$ cat src/rtl/tmr_pkg.sv
package tmr_pkg;
  localparam int REG_W   = 64;
  localparam int EN_BIT  = 31;
  localparam int RLD_BIT = 30;
  localparam int PER_BIT = 29;
  localparam int LIM_W   = PER_BIT;   // limit field occupies bits below the periodic bit

  typedef enum logic [1:0] {
    ADDR_COUNT = 2'd0,
    ADDR_LIMIT = 2'd1,
    ADDR_CLEAR = 2'd2,
    ADDR_NONE  = 2'd3
  } tmr_addr_e;

  typedef struct packed {
    logic             ien;
    logic             per;
    logic [LIM_W-1:0] lim;
  } tmr_ctrl_t;

  // Pack the control fields back into the readable word (reload bit always 0).
  function automatic logic [REG_W-1:0] ctrl_word(input tmr_ctrl_t c);
    logic [REG_W-1:0] w;
    w          = '0;
    w[EN_BIT]  = c.ien;
    w[PER_BIT] = c.per;
    w[LIM_W-1:0] = c.lim;
    return w;
  endfunction
endpackage

$ cat src/rtl/tmr_ctrl_regs.sv
module tmr_ctrl_regs
  import tmr_pkg::*;
(
  input  logic             clk,
  input  logic             rst_n,
  input  logic             wr_en,
  input  logic [REG_W-1:0] wdata,
  output tmr_ctrl_t        ctrl,
  output logic             reload_evt
);
  assign reload_evt = wr_en && wdata[RLD_BIT];

  always_ff @(posedge clk or negedge rst_n) begin
    if (!rst_n) begin
      ctrl <= '0;
    end else if (wr_en) begin
      ctrl.ien <= wdata[EN_BIT];
      ctrl.per <= wdata[PER_BIT];
      ctrl.lim <= wdata[LIM_W-1:0];
    end
  end
endmodule

$ cat src/rtl/tmr_counter.sv
module tmr_counter #(
  parameter int CNT_W = 28,
  parameter int LIM_W = 29
) (
  input  logic             clk,
  input  logic             rst_n,
  input  logic             tick,
  input  logic             load_en,
  input  logic [CNT_W-1:0] load_val,
  input  logic             reload,
  input  logic [LIM_W-1:0] lim,
  input  logic             periodic,
  output logic [CNT_W-1:0] count,
  output logic             match_evt
);
  function automatic logic [CNT_W-1:0] incr(input logic [CNT_W-1:0] c);
    return c + 1'b1;
  endfunction

  function automatic logic equals_lim(input logic [CNT_W-1:0] c,
                                      input logic [LIM_W-1:0] l);
    return (l != '0) && (LIM_W'(c) == l);
  endfunction

  logic parked;
  logic advance;

  assign parked    = !periodic && equals_lim(count, lim);
  assign advance   = tick && !parked;
  assign match_evt = advance && equals_lim(incr(count), lim) && !load_en && !reload;

  always_ff @(posedge clk or negedge rst_n) begin
    if (!rst_n)                    count <= '0;
    else if (reload)               count <= '0;
    else if (load_en)              count <= load_val;
    else if (match_evt && periodic) count <= '0;
    else if (advance)              count <= incr(count);
  end
endmodule

$ cat src/rtl/tmr_irq.sv
module tmr_irq (
  input  logic clk,
  input  logic rst_n,
  input  logic set_evt,
  input  logic clr_evt,
  output logic pending
);
  always_ff @(posedge clk or negedge rst_n) begin
    if (!rst_n)       pending <= 1'b0;
    else if (set_evt) pending <= 1'b1;
    else if (clr_evt) pending <= 1'b0;
  end
endmodule

$ cat src/rtl/cnt_limit_timer.sv
module cnt_limit_timer
  import tmr_pkg::*;
#(
  parameter int CNT_W = 28
) (
  input  logic             clk,
  input  logic             rst_n,
  input  logic             tick_us,
  input  logic             bus_wr,
  input  logic [1:0]       bus_addr,
  input  logic [63:0]      bus_wdata,
  output logic [63:0]      bus_rdata,
  output logic             irq_o
);
  tmr_ctrl_t        ctrl;
  logic [CNT_W-1:0] count;
  logic             cnt_wr_evt;
  logic             lim_wr_evt;
  logic             clr_evt;
  logic             reload_evt;
  logic             match_evt;
  logic             irq_set_evt;
  logic             pending;

  assign cnt_wr_evt  = bus_wr && (tmr_addr_e'(bus_addr) == ADDR_COUNT);
  assign lim_wr_evt  = bus_wr && (tmr_addr_e'(bus_addr) == ADDR_LIMIT);
  assign clr_evt     = bus_wr && (tmr_addr_e'(bus_addr) == ADDR_CLEAR);
  assign irq_set_evt = match_evt && ctrl.ien;

  tmr_ctrl_regs u_regs (
    .clk        (clk),
    .rst_n      (rst_n),
    .wr_en      (lim_wr_evt),
    .wdata      (bus_wdata),
    .ctrl       (ctrl),
    .reload_evt (reload_evt)
  );

  tmr_counter #(.CNT_W(CNT_W), .LIM_W(LIM_W)) u_cnt (
    .clk       (clk),
    .rst_n     (rst_n),
    .tick      (tick_us),
    .load_en   (cnt_wr_evt),
    .load_val  (bus_wdata[CNT_W-1:0]),
    .reload    (reload_evt),
    .lim       (ctrl.lim),
    .periodic  (ctrl.per),
    .count     (count),
    .match_evt (match_evt)
  );

  tmr_irq u_irq (
    .clk     (clk),
    .rst_n   (rst_n),
    .set_evt (irq_set_evt),
    .clr_evt (clr_evt),
    .pending (pending)
  );

  assign irq_o = pending;

  always_comb begin
    case (tmr_addr_e'(bus_addr))
      ADDR_COUNT: bus_rdata = REG_W'(count);
      ADDR_LIMIT: bus_rdata = ctrl_word(ctrl);
      ADDR_CLEAR: bus_rdata = REG_W'(pending);
      default:    bus_rdata = '0;
    endcase
  end
endmodule

$ cat config.mk
export PLATFORM = sky130hd
export DESIGN_NAME = cnt_limit_timer
export DESIGN_NICKNAME = d
export VERILOG_FILES = /design/src/rtl/tmr_pkg.sv /design/src/rtl/tmr_ctrl_regs.sv /design/src/rtl/tmr_counter.sv /design/src/rtl/tmr_irq.sv /design/src/rtl/cnt_limit_timer.sv
export SDC_FILE = /design/constraint.sdc
export NUM_CORES = 1
export LEC_CHECK = 0
export ABC_AREA = 0
export BUFFER_PORTS_ARGS = -buffer_cell sky130_fd_sc_hd__buf_2
export CAP_MARGIN = 15
export CORE_MARGIN = 2
export CORE_UTILIZATION = 40
export DETAILED_ROUTE_END_ITERATION = 10
export GPL_ROUTABILITY_DRIVEN = 1
export GPL_TIMING_DRIVEN = 1
export SKIP_LAST_GASP = 1
export SLEW_MARGIN = 25
export SYNTH_ARGS = -nofsm -noshare
export SYNTH_HDL_FRONTEND = slang
export SYNTH_SLANG_ARGS = --single-unit
$ cat constraint.sdc
create_clock -name clk -period 3.6 [get_ports clk]
set_input_delay 0.18 -clock clk [delete_from_list [all_inputs] [get_ports clk]]
set_output_delay 0.18 -clock clk [all_outputs]
set_load 0.05 [all_outputs]
==> flow_metrics.tcl, run 1 <==
set metrics [dict create \
    result_of_the_run "finished, final reports clean" \
    crit_start "u_cnt.count[5]$_DFFE_PN0P_" \
    total_number_of_placement_rows 40 \
    yosysTopAreaCellShare_pct 30.7 \
    path_clk_slew_ps 50 \
    worst_hold_startpoint "bus_wdata[26]" \
    netlist_instances 559 \
    die-area_sq_um 13100 \
    timing.setup.tns_ps 0 \
    port_buffer_count 69 \
    cp_launch_type "flip-flop" \
    place_hpwl_microns 11000 \
    share_clk_of_total_power_pct 29.0 \
    gp_congestion 0.911 \
    cts_root_buf "clkbuf_16" \
    drt-initial-drc-count 306 \
    min_delay_path_depth 3 \
    global_route_wire_length_before_repair_microns 23200 \
    comb_power_share_pct 34.1 \
    share_of_total_power_in_sequential_cells_pct 36.9 \
    route.detailed.drc 0 \
    register_to_register_setup_slack_ps 260 \
    initial_antenna_violation_count 0 \
    yosysMostFrequentCell "dfrtp_1" \
    area_growth_pct 13.1 \
    max_slew.worst_pin.slew_ps 892 \
    maximum_number_of_pins_on_one_net_before_global_route_repair 32 \
    crit_path_max_fanout 14 \
    detail_route.first_pass.iterations 5 \
    crit_type "flip-flop to flip-flop" \
    powerDensity_nw_per_um2 478 \
    wire_per_inst_microns 18.9 \
    layout.cells.non_filler 769 \
    pnr_total_power_w 0.00264 \
    cap_viol_max_count 0 \
    global_route.overflow_total 0 \
    numCtsBuffers 9 \
    design.final.nets 690 \
    finalWorstPathRequiredPeriod_ps 3340 \
    grt_pass1_vias 4115 \
    final-setup-viol-count 0 \
    clock-sinks 60 \
    drt.antenna.violating_nets 0 \
    p_int_w 0.00159 \
    ys.flop_type "dfrtp_1" \
    switch_share_pct 39.9 \
    yosys_warnings 0 \
    final_util_pct 46.2 \
    core-area_sq_um 12000 \
    io-pin-count 135 \
    net-switching-power_w 0.00105 \
    fmax_ghz 0.300 \
    count_of_filler_cells_inserted_in_the_layout 1174 \
    place_inst 754 \
    worst-endpoint-required_ps 3810 \
    r2r_end "u_cnt.count[25]$_DFFE_PN0P_" \
    max-slew-margin-rel_pct 40.3 \
    cts.repair_timing.setup_buffer_count 0 \
    via_per_inst 5.66 \
    r2r_start "u_cnt.count[5]$_DFFE_PN0P_" \
    antenna_cells_inserted 0 \
    timing.critical_path.arrival_ps 3540 \
    fin_crit_sh_pct 92.7 \
    synth.yosys.seq_area_share_pct 30.7 \
    setup.worst_path.end_class "flip-flop" \
    netlist.top_cell.by_area "dfrtp_1" \
    maximum_clock_insertion_buffer_count 2 \
    syn_avg_cell_area_sq_um 8.75 \
    rsz0062_at_grt "false" \
    die_width_microns 115 \
    synth.distinct_cells 58 \
    cts_max_level 3 \
    timing.final.hold_violations 0 \
    initial_core_util_pct 40.9 \
    worstHoldPathType "input pin to flip-flop" \
    ff2ff_path_depth 10 \
    power_leakage_nw 2.35 \
    final.setup_skew_ps 5.27 \
    hold_path_end "u_cnt.count[26]$_DFFE_PN0P_" \
    final_layout_size_suffix_gt1_share_pct 25.4 \
    post_cts.resized_instances 0 \
    die_y_microns 115 \
    ys_top_cells_by_count "dfrtp_1, nand2_1, nor2_1, mux2_2, xnor2_1" \
    groute.usage.overall_pct 23.1 \
    tritoncts "done" \
    wl_microns 14600 \
    synth-seq-cells 60 \
    clkLatencyLatePin_ps 330 \
    synth.top_cells.by_area "dfrtp_1, mux2_2, mux2i_1, xnor2_1, buf_4" \
    synth_edf_count 0 \
    power.ir.vdd_worst_mv 0.185 \
    finalMaxSlewViolations 0 \
    vias 4353 \
    share_of_synthesized_registers_carrying_an_async_set_or_reset_pct 100 \
    synth.cell_area_sq_um 4890 \
]
[sequential cells by signal, indices dropped and copies added, names as in the netlist]
signal / cells
u_regs.ctrl: 31
u_cnt.count: 28
u_irq.pending: 1
[per-stage QoR]
step | instance area (sq um) | setup slack, ps | hold WS (ps)
CTS | 5530 | 321 | 54.8
global route | 5530 | 86.7 | 63.7
finish | 5530 | 263 | 59.3
floorplan | 5010 | 834 | -116
global placement | 5260 | 382 | 287
detailed placement | 5260 | 341 | 298
[critical path, stage by stage, from the launching register on]
cell and delay, ps:
dfrtp_1 510, and4_1 470, nand4_1 310, nor4b_2 450, mux2i_1 260, nand4_1 120, a211oi_1 370, buf_4 190
and3_1 160, buf_4 230, o31ai_1 110
[timing repair]
action                                  CTS  global route
endpoints found under the setup margin    0             0
hold buffers                              1             0
endpoints found under the hold margin    30             0
[area by class of cell]
class / count / area [sq um] / share of cell area [%]
Multi-Input combinational cell: 451 / 3050 / 55.1
Sequential cell: 60 / 1500 / 27.1
Timing Repair Buffer: 92 / 520 / 9.41
Clock buffer: 11 / 243 / 4.39
Tap cell: 147 / 184 / 3.33
Inverter: 5 / 18.8 / 0.339
Clock inverter: 3 / 15.0 / 0.271
[how the worst max path moves through the flow]
stage,endpoint,slack (ps),depth (start not counted)
finish,u_cnt.count[25]$_DFFE_PN0P_,260,10
floorplan,u_cnt.count[10]$_DFFE_PN0P_,830,11
detailed placement,u_cnt.count[25]$_DFFE_PN0P_,340,10
global route,u_cnt.count[25]$_DFFE_PN0P_,90,10
global placement,u_cnt.count[25]$_DFFE_PN0P_,380,10
CTS,u_cnt.count[25]$_DFFE_PN0P_,320,10
[routing by layer]
layer  global-route usage, %  wire length, microns  vias to the layer above
li1                        -                     -                     2053
met3                    3.44                   724                       25
met4                    8.21                   286                        0
met5                       0                     0                        -
met1                    33.9                  7100                     2107
met2                    34.3                  6460                      168
[cell usage in the layout, fill, tap and decap left out, types with 4 or more instances in the layout]
cell type and instances:
o2111ai_1 4, nor4_1 13, a21oi_1 9, buf_2 69
xor2_1 18, o21ai_0 7, mux2_2 36, buf_4 22
inv_1 5, o31ai_1 9, nand4_1 20, o21ai_1 13
and4_1 7, or3_1 5, conb_1 33, xnor2_1 36
nand3_1 18, and3_1 8, o31ai_2 5, and2_1 7
mux2i_1 32, dfrtp_1 60, nor3_1 9, nand2_1 56
nand2b_1 4, nor2b_1 4, o211ai_1 8, nor2_1 49
clkbuf_16 9
[power by group through the flow]
stage	sequential, W	clock (W)	combinational [W]
5_1_grt	0.000995	0.000813	0.000975
2_1_floorplan	0.000877	0	0.000771
6_report	0.000977	0.000766	0.000902
4_1_cts	0.000973	0.000782	0.000898
3_5_place_dp	0.000984	0	0.000893
3_3_place_gp	0.000981	0	0.000886
[kinds of logic after synthesis]
logic type,count (synthesis),synth area share (%)
other,1,0.0767
buffers and inverters,80,9.54
XOR/XNOR,54,9.67
AO/OA/AOI/OAI,73,10.9
flip-flops,60,30.7
AND/OR/NAND/NOR,222,24.0
multiplexers,68,14.8
adder cells (fa/ha/maj),1,0.256
Note: power is estimated with default switching activity, not from simulation.
==> inputs of run 2 (changes only) <==
- CAP_MARGIN: 15 -> 5
- CTS_BUF_LIST: unset -> sky130_fd_sc_hd__clkbuf_16
==> run 2 against run 1 <==
Compared with the run above:
- hold slack improved by 0.69 ps
- flip-flop and latch count unchanged
- clock power decreased by 3.3%
- clock-buffer cell count decreased by 2
- design area decreased by 0.18%
- sequential power about the same
- setup slack improved by 6.3 ps
- clock skew about the same
- largest cell class unchanged
- critical endpoint unchanged
- first-iteration DRC count decreased by 0.33%
- maximum frequency increased by 0.19%
- routed wire length decreased by 0.16%
==> flow_metrics.tcl, run 2 (synthesis results as in run 1) <==
set metrics [dict create \
    initial_core_util_pct 40.9 \
    timing.critical_path.arrival_ps 3540 \
    path_clk_slew_ps 50 \
    place_hpwl_microns 11000 \
    regMostFlops "u_regs.ctrl" \
    groute.usage.overall_pct 23.1 \
    core-area_sq_um 12000 \
    powerDensity_nw_per_um2 474 \
    crit_type "flip-flop to flip-flop" \
    layout.cells.most_common_list "buf_2, dfrtp_1, nand2_1" \
    reg.largest.list "u_regs.ctrl x31, u_cnt.count x28, u_irq.pending x1" \
    via_per_inst 5.65 \
    maximum_clock_insertion_buffer_count 2 \
    worst-path-buf-inv 2 \
    fin_crit_sh_pct 92.5 \
    wire_per_inst_microns 18.9 \
    cp_launch_type "flip-flop" \
    clkLatencyLatePin_ps 330 \
    cell_chain_critical_path "and4_1, nand4_1, nor4b_2, mux2i_1, nand4_1, a211oi_1, buf_4, and3_1, buf_4, o31ai_1" \
    power.ir.vdd_worst_mv 0.185 \
    result_of_the_run "finished, final reports clean" \
    finalWorstPathRequiredPeriod_ps 3330 \
    timing.critical_path.slowest_stage_cell "dfrtp_1" \
    cts.repair_timing.setup_buffer_count 0 \
    worst-endpoint-required_ps 3800 \
    finalInstanceArea_sq_um 5520 \
    power_leakage_nw 2.35 \
    comb_power_share_pct 34.4 \
    cap_viol_max_count 0 \
    setup.worst_path.end_class "flip-flop" \
    rsz0062_at_grt "false" \
    cts_root_buf "clkbuf_16" \
    design.final.nets 690 \
    path_delay_family "simple AND/OR/NAND/NOR gates" \
    tritoncts "done" \
    die_y_microns 115 \
    port_buffer_count 69 \
    io-pin-count 135 \
    share_of_total_power_in_sequential_cells_pct 37.3 \
    final_layout_size_suffix_gt1_share_pct 25.2 \
    wl_microns 14500 \
    max-slew-margin-rel_pct 40.3 \
    numCtsBuffers 9 \
    cts_max_level 3 \
    route.detailed.drc 0 \
    net-switching-power_w 0.00105 \
    place_inst 754 \
    max_stage_delay_ps 510 \
    area_growth_pct 12.9 \
    clock-sinks 60 \
    layout.cells.non_filler 769 \
    max_slew.worst_pin.slew_ps 892 \
    switch_share_pct 40.2 \
    fmax_ghz 0.300 \
    mostFrequentLayoutCell "buf_2" \
    timing.final.hold_violations 0 \
    largest_register_ffs 31 \
    maximum_number_of_pins_on_one_net_before_global_route_repair 32 \
    global_route_wire_length_before_repair_microns 23200 \
    share_clk_of_total_power_pct 28.3 \
    final.setup_skew_ps 4.97 \
    initial_antenna_violation_count 0 \
    detail_route.first_pass.iterations 5 \
    die-area_sq_um 13100 \
    finalMaxSlewViolations 0 \
    vias 4344 \
    die_width_microns 115 \
    grt_pass1_vias 4115 \
    gp_congestion 0.911 \
    worstHoldPathType "input pin to flip-flop" \
    crit_path_max_fanout 14 \
    final-setup-viol-count 0 \
    p_int_w 0.00157 \
    timing.setup.tns_ps 0 \
    drt.antenna.violating_nets 0 \
    dpl-instance-area_sq_um 5260 \
    total_number_of_placement_rows 40 \
    global_route.overflow_total 0 \
    drt-initial-drc-count 305 \
    antenna_cells_inserted 0 \
]
[run 2: cell types whose count changed in the layout (fill, tap and decap cells not counted), sizes merged]
cell	before	now
clkinv	3	4
inv	5	6
clkbuf	11	9
[run 2: layer usage]
metal | vias to the layer above | share of wire [%] | GRT usage, %
met5 | - | 0 | 0
met3 | 24 | 5.2 | 3.44
met4 | 0 | 1.8 | 8.21
met1 | 2099 | 48 | 33.9
met2 | 169 | 45 | 34.3
li1 | 2052 | - | -
[run 2: area by class of cell]
class | instances | area (sq um)
clock buffers | 9 | 225
multi-input cells | 451 | 3050
well taps | 147 | 184
inverters | 5 | 18.8
repair buffers | 92 | 520
clock inverters | 5 | 22.5
fillers | 1175 | 6440
flip-flops and latches | 60 | 1500
[run 2: timing repair]
item / 4_1_cts / 5_1_grt
hold buffers: 1 / 0
hold endpoints to repair: 30 / 0
gates resized for setup: 0 / 0
[run 2: metrics by stage]
stage	setup slack [ps]	hold slack (ps)	power [W]	util [%]
2_1_floorplan	834	-116	0.00165	-
3_3_place_gp	382	287	0.00187	44.0
3_5_place_dp	341	298	0.00188	44.0
4_1_cts	321	54.7	0.00263	46.2
5_1_grt	86.8	63.6	0.00276	46.2
6_report	269	60.0	0.00262	46.2
[run 2: final timing paths]
path / startpoint / cells after the start / endpoint / slack, ps
max: u_cnt.count[5]$_DFFE_PN0P_ / 10 / u_cnt.count[25]$_DFFE_PN0P_ / 270
min: bus_wdata[26] / 3 / u_cnt.count[26]$_DFFE_PN0P_ / 60
max reg2reg: u_cnt.count[5]$_DFFE_PN0P_ / 10 / u_cnt.count[25]$_DFFE_PN0P_ / 270
min reg2reg: u_irq.pending$_DFFE_PN0P_ / 1 / u_irq.pending$_DFFE_PN0P_ / 530
max in group asynchronous: rst_n / 3 / u_regs.ctrl[13]$_DFFE_PN0P_ / 2260
min in group asynchronous: rst_n / 2 / u_regs.ctrl[26]$_DFFE_PN0P_ / 460
[run 2: power by group through the flow]
stage	clock network, W	logic, W	registers, W
2_1_floorplan	0	0.000771	0.000877
3_3_place_gp	0	0.000886	0.000981
3_5_place_dp	0	0.000893	0.000984
4_1_cts	0.000757	0.000898	0.000973
5_1_grt	0.000788	0.000975	0.000995
6_report	0.000741	0.000901	0.000976
[run 2: worst min-delay path: cells and delay by family]
kind / cells / cell delay, ps
buffers and inverters: 1 / 80
AO/OA/AOI/OAI: 1 / 50
AND/OR/NAND/NOR: 1 / 40
